**src/rtl/clkdiv_pkg.sv**
```systemverilog
package clkdiv_pkg;
  localparam int CODE_W = 4;
  localparam int DIV_W  = 6;
  localparam int CNT_W  = DIV_W - 1;

  typedef struct packed {
    logic usbSel;
    logic clkOe;
  } cfgFlags_t;

  function automatic logic [DIV_W-1:0] ratioDiv(input logic [CODE_W-1:0] code);
    logic [DIV_W-1:0] d;
    case (code)
      4'd1:    d = 6'd2;
      4'd2:    d = 6'd3;
      4'd3:    d = 6'd4;
      4'd4:    d = 6'd6;
      4'd5:    d = 6'd8;
      4'd6:    d = 6'd12;
      4'd7:    d = 6'd16;
      4'd8:    d = 6'd24;
      4'd9:    d = 6'd32;
      default: d = 6'd1;
    endcase
    return d;
  endfunction
endpackage

```
**src/rtl/ratio_cfg_ctrl.sv**
```systemverilog
module ratio_cfg_ctrl
  import clkdiv_pkg::*;
#(
  parameter int NUM_DOM   = 5,
  parameter int USB_DIV_W = 4,
  localparam int RAT_W    = NUM_DOM * CODE_W
) (
  input  logic                 clk,
  input  logic                 rstN,
  input  logic                 cfgWe,
  input  logic [RAT_W-1:0]     cfgRatio,
  input  logic                 cfgUsbSel,
  input  logic [USB_DIV_W-1:0] cfgUsbDiv,
  input  logic                 cfgClkOe,
  output logic [RAT_W-1:0]     ratioQ,
  output logic [USB_DIV_W-1:0] usbDivQ,
  output cfgFlags_t            flagsQ
);
  always_ff @(posedge clk) begin
    if (!rstN) begin
      ratioQ <= '0;
      usbDivQ <= '0;
      flagsQ <= '0;
    end else if (cfgWe) begin
      ratioQ <= cfgRatio;
      usbDivQ <= cfgUsbDiv;
      flagsQ.usbSel <= cfgUsbSel;
      flagsQ.clkOe <= cfgClkOe;
    end
  end

  // no write strobe, no change of stored fields
  a_r9_hold_without_write: assert property (@(posedge clk) disable iff (!rstN)
    !cfgWe |=> ($stable(ratioQ) && $stable(usbDivQ) && $stable(flagsQ)));
endmodule

```
**src/rtl/ratio_dom_counter.sv**
```systemverilog
module ratio_dom_counter
  import clkdiv_pkg::*;
(
  input  logic              clk,
  input  logic              rstN,
  input  logic [CODE_W-1:0] code,
  output logic              strobe
);
  logic [DIV_W-1:0] actDiv;
  logic [CNT_W-1:0] cnt;
  logic             lastCycle;

  assign lastCycle = ({1'b0, cnt} == (actDiv - 6'd1));
  assign strobe = (cnt == '0);

  always_ff @(posedge clk) begin
    if (!rstN) begin
      actDiv <= 6'd1;
      cnt <= '0;
    end else if (lastCycle) begin
      actDiv <= ratioDiv(code);
      cnt <= '0;
    end else begin
      cnt <= cnt + 1'b1;
    end
  end

  // counter never leaves the current period
  a_r5_cnt_in_period: assert property (@(posedge clk) disable iff (!rstN)
    ({1'b0, cnt} < actDiv));

  // divisor only changes where a new period begins
  a_r4_switch_on_boundary: assert property (@(posedge clk) disable iff (!rstN)
    !$stable(actDiv) |-> (cnt == '0));

  // active divisor always one of the legal set
  a_r1_legal_divisor: assert property (@(posedge clk) disable iff (!rstN)
    (actDiv inside {6'd1, 6'd2, 6'd3, 6'd4, 6'd6, 6'd8, 6'd12, 6'd16, 6'd24, 6'd32}));
endmodule

```
**src/rtl/usb_rate_div.sv**
```systemverilog
module usb_rate_div #(
  parameter int USB_DIV_W = 4
) (
  input  logic                 clk,
  input  logic                 rstN,
  input  logic                 selFull,
  input  logic [USB_DIV_W-1:0] divN,
  output logic                 strobe
);
  logic                 actSel;
  logic [USB_DIV_W-1:0] actN;
  logic [USB_DIV_W-1:0] usbCnt;
  logic                 halfPh;
  logic                 inEn;
  logic                 wrapNow;

  assign inEn = actSel | !halfPh;
  assign wrapNow = inEn && (usbCnt == actN);
  assign strobe = inEn && (usbCnt == '0);

  always_ff @(posedge clk) begin
    if (!rstN) begin
      actSel <= 1'b0;
      actN <= '0;
      usbCnt <= '0;
      halfPh <= 1'b0;
    end else begin
      halfPh <= inEn;
      if (wrapNow) begin
        usbCnt <= '0;
        actN <= divN;
        actSel <= selFull;
      end else if (inEn) begin
        usbCnt <= usbCnt + 1'b1;
      end
    end
  end

  // count stays within the divider range
  a_r6_cnt_bound: assert property (@(posedge clk) disable iff (!rstN)
    (usbCnt <= actN));

  // half-rate input never enabled on two cycles in a row
  a_r7_half_gap: assert property (@(posedge clk) disable iff (!rstN)
    (inEn && !actSel && !wrapNow) |=> !inEn);
endmodule

```
**src/rtl/ratio_clk_div.sv**
```systemverilog
module ratio_clk_div
  import clkdiv_pkg::*;
#(
  parameter int NUM_DOM   = 5,
  parameter int USB_DIV_W = 4,
  parameter int EXT_DOM   = 4,
  localparam int RAT_W    = NUM_DOM * CODE_W
) (
  input  logic                 clk,
  input  logic                 rstN,
  input  logic                 cfgWe,
  input  logic [RAT_W-1:0]     cfgRatio,
  input  logic                 cfgUsbSel,
  input  logic [USB_DIV_W-1:0] cfgUsbDiv,
  input  logic                 cfgClkOe,
  output logic [NUM_DOM-1:0]   domStrobe,
  output logic                 usbStrobe,
  output logic                 extStrobe
);
  logic [RAT_W-1:0]     ratioQ;
  logic [USB_DIV_W-1:0] usbDivQ;
  cfgFlags_t            flagsQ;

  ratio_cfg_ctrl #(.NUM_DOM(NUM_DOM), .USB_DIV_W(USB_DIV_W)) uCtrl (
    .clk(clk), .rstN(rstN), .cfgWe(cfgWe), .cfgRatio(cfgRatio),
    .cfgUsbSel(cfgUsbSel), .cfgUsbDiv(cfgUsbDiv), .cfgClkOe(cfgClkOe),
    .ratioQ(ratioQ), .usbDivQ(usbDivQ), .flagsQ(flagsQ)
  );

  for (genvar d = 0; d < NUM_DOM; d++) begin : gDom
    ratio_dom_counter uCnt (
      .clk(clk), .rstN(rstN),
      .code(ratioQ[d*CODE_W +: CODE_W]),
      .strobe(domStrobe[d])
    );
  end

  usb_rate_div #(.USB_DIV_W(USB_DIV_W)) uUsb (
    .clk(clk), .rstN(rstN), .selFull(flagsQ.usbSel),
    .divN(usbDivQ), .strobe(usbStrobe)
  );

  assign extStrobe = domStrobe[EXT_DOM] & flagsQ.clkOe;
endmodule

```
**config.mk**
```make
export PLATFORM = sky130hd
export DESIGN_NAME = ratio_clk_div
export DESIGN_NICKNAME = d
export VERILOG_FILES = /design/src/rtl/clkdiv_pkg.sv /design/src/rtl/ratio_cfg_ctrl.sv /design/src/rtl/ratio_dom_counter.sv /design/src/rtl/usb_rate_div.sv /design/src/rtl/ratio_clk_div.sv
export SDC_FILE = /design/constraint.sdc
export NUM_CORES = 1
export LEC_CHECK = 0
export BUFFER_PORTS_ARGS = -buffer_cell sky130_fd_sc_hd__buf_2
export CAP_MARGIN = 20
export CORE_MARGIN = 5
export CORE_UTILIZATION = 35
export CTS_CLUSTER_DIAMETER = 60
export DETAILED_ROUTE_END_ITERATION = 8
export SYNTH_ARGS = -nofsm -noshare
export SYNTH_HDL_FRONTEND = slang
export SYNTH_SLANG_ARGS = --single-unit
```
**constraint.sdc**
```tcl
create_clock -name clk -period 2.3 [get_ports clk]
set_input_delay 0.46 -clock clk [delete_from_list [all_inputs] [get_ports clk]]
set_output_delay 0.46 -clock clk [all_outputs]
set_load 0.03 [all_outputs]
```
==> impl_metrics.tcl <==
set metrics [dict create \
    status "complete, no violations" \
    synth_ff_type "dfxtp_1" \
    netlist_instances 547 \
    via_count 3624 \
    synth_area_mm2 0.00511 \
    p_per_area_mw_per_mm2 1080 \
    insertedDiodeCount 0 \
    cp.arrival_ns 1.62 \
    finalCritPeriodShare 0.904 \
    root_buffer "clkbuf_16" \
    seq_area_mm2 0.00182 \
    grt_overflow_total 0 \
    power_leakage_nw 2.54 \
    drive_above_1_share 0.134 \
    holdBufCountCts 0 \
    hpwl_mm 7.00 \
    antenna_found_initial 0 \
    cts_buffers 9 \
    critPathKind "reg -> out" \
    io-pin-count 36 \
    synth.largest_area_cell "dfxtp_1" \
    area_delta_synth_final_pct 11.2 \
    synth_nets 608 \
    rsz0062_at_grt "false" \
    async_flop_share 0 \
    yosysMostFrequentCell "dfxtp_1" \
    ys_ff_latch 91 \
    num_rows 44 \
    syn_area_per_cell_um2 9.34 \
    initial_core_util 0.354 \
    num-nets-final 629 \
    ir_drop_mv 0.426 \
    synth_top_area_frac 0.356 \
    hold_path_class "in -> reg" \
    crit_slowest_cell "dfxtp_1" \
    crit_fanout 4 \
    fin_skew_ns 0.00477 \
    die_area_mm2 0.0171 \
    finalHoldViolCount 0 \
    track_usage 0.117 \
    crit_required_ns 1.84 \
    nFillCells 1408 \
    drtIter0Drc 103 \
    clk_pin_slew_worst_paths_ns 0.06 \
    drtAntennaViolNets 0 \
    start_kind "flip-flop" \
    crit_path_end_kind "output pin" \
    drcViolationCount 0 \
    die_h_um 131 \
    insertion_delay_ns 0.34 \
    synth_cell_types 41 \
    gp_congestion 0.758 \
    ys_seq_area_frac 0.356 \
    cts_setup_buffers 0 \
    multi_input_area_mm2 0.00298 \
    clock_path_buffers 2 \
    critical-path-max-stage-delay_ns 0.35 \
    grt_pass1_wl_mm 16.4 \
    maxCapViolCount 0 \
    worst_pin_slew_ns 0.670 \
    setup_viol 0 \
    drt_pass1_iterations 4 \
    cts_htree_levels 3 \
    wire_per_inst_um 12.4 \
    fin_tns_setup_ns 0 \
    drt-total-wl_mm 9.36 \
    core_mm2 0.0144 \
    synth_edf_count 0 \
    first_global_vias 3726 \
    viasPerCell 4.79 \
    max_freq_mhz 481 \
    cts_tree "done" \
    yosys-top-cells-count "dfxtp_1 (91), mux2i_1 (58), nand2_1 (43), nor2b_1 (43), inv_1 (34)" \
    worstPathCellList "inv_1 > ha_1 > nor4b_1 > and2_1 > buf_2" \
    maxSlewHeadroom 0.546 \
    grt_max_degree 43 \
    synthTopCellsByArea "dfxtp_1 (36%), mux2i_1 (11%), ha_1 (7.8%), xnor2_1 (5.3%), nor2b_1 (5.3%)" \
    slew_violations 0 \
    ctsResizeCount 0 \
    clkSinkCount 91 \
    numPortBuffers 35 \
    utilization 0.394 \
    die_x_um 131 \
    min_period_ns 2.08 \
    synth_warnings 0 \
]
[cell families after synthesis]
kind of cell               count (synthesis)  synth area share
buffers and inverters                     65            0.0607
AOI/OAI and AO/OA                         44            0.0659
muxes                                     68             0.136
and+or+nand+nor                          194             0.212
adders and majority gates                 32            0.0783
DFF                                       91             0.356
xor gates and xnor gates                  53            0.0908
[registers in the layout (all words and copies together) (netlist names)]
signal	cells
gDom.uCnt.actDiv	30
gDom.uCnt.cnt	25
uCtrl.flagsQ	2
uCtrl.ratioQ	20
uCtrl.usbDivQ	4
uUsb.actN	4
uUsb.actSel	1
uUsb.halfPh	1
uUsb.usbCnt	4
[power by group]
group | total [mW] | internal [mW] | switching [mW]
registers | 2.14 | 1.84 | 0.297
logic | 2.54 | 1.19 | 1.35
clock network | 1.48 | 0.871 | 0.610
[per-stage QoR]
stage,setup WS (ns),hold slack [ns],cells,cell area (µm²),total power [mW]
finish,0.222,0.369,757,5680,6.16
global placement,0.352,0.461,741,5380,4.61
global route,0.0482,0.373,757,5680,6.61
detailed placement,0.246,0.471,741,5380,4.73
CTS,0.191,0.359,757,5680,6.25
floorplan,0.458,0.447,547,5110,4.47
[worst paths after layout]
path / start / endpoint / slack [ns] / cells after the start
hold / removal: cfgRatio[3] / uCtrl.ratioQ[3] / 0.37 / 3
setup / recovery: gDom[4].uCnt.cnt[0] / extStrobe / 0.22 / 5
setup reg to reg: gDom[1].uCnt.actDiv[0] / gDom[1].uCnt.cnt[1] / 0.23 / 7
hold reg to reg: gDom[1].uCnt.actDiv[5] / gDom[1].uCnt.actDiv[5] / 0.48 / 2
[worst max-delay path, delay by kind of cell, from the launching register on]
kind	cells	cell delay, ns
DFF	1	0.35
adders and majority gates	1	0.14
and+or+nand+nor	2	0.52
buffers and inverters	2	0.27
[layer usage]
metal	part of all wire	vias to the layer above	GRT usage	routed length, µm
met1	0.46	1676	0.136	4330
li1	-	1903	-	-
met5	0	-	0	0
met2	0.50	34	0.207	4640
met3	0.026	11	0.0276	241
met4	0.017	0	0.0490	159
[final cells by class]
type	count	area share
clock buffer	10	0.0421
clock inverter	6	0.0114
tap	184	0.0405
multi-input combinational	391	0.524
inverter	34	0.0225
timing repair buffer	41	0.0387
sequential	91	0.321
[layout by cell type (no fill, tap or decap), drive strengths merged]
cell type and count:
a22o 10, a2111oi 1, ha 32, or4 3, bufinv 1, o311ai 5, clkbuf 10, o311a 2
and2 3, clkinv 4, nand2b 1, o31ai 3, a221oi 3, nand3 19, nor2 16, dfxtp 91
mux2i 58, nor3 9, clkinvlp 1, and3 26, a31oi 3, nand4 4, a21oi 7, inv 34
o21ba 3, nor4b 6, o21ai 6, nand2 43, or2 9, a21boi 1, nand3b 10, buf 41
nor2b 43, xnor2 31, mux2 10, xor2 22, or3 2
Note: power is estimated with default switching activity, not from simulation.
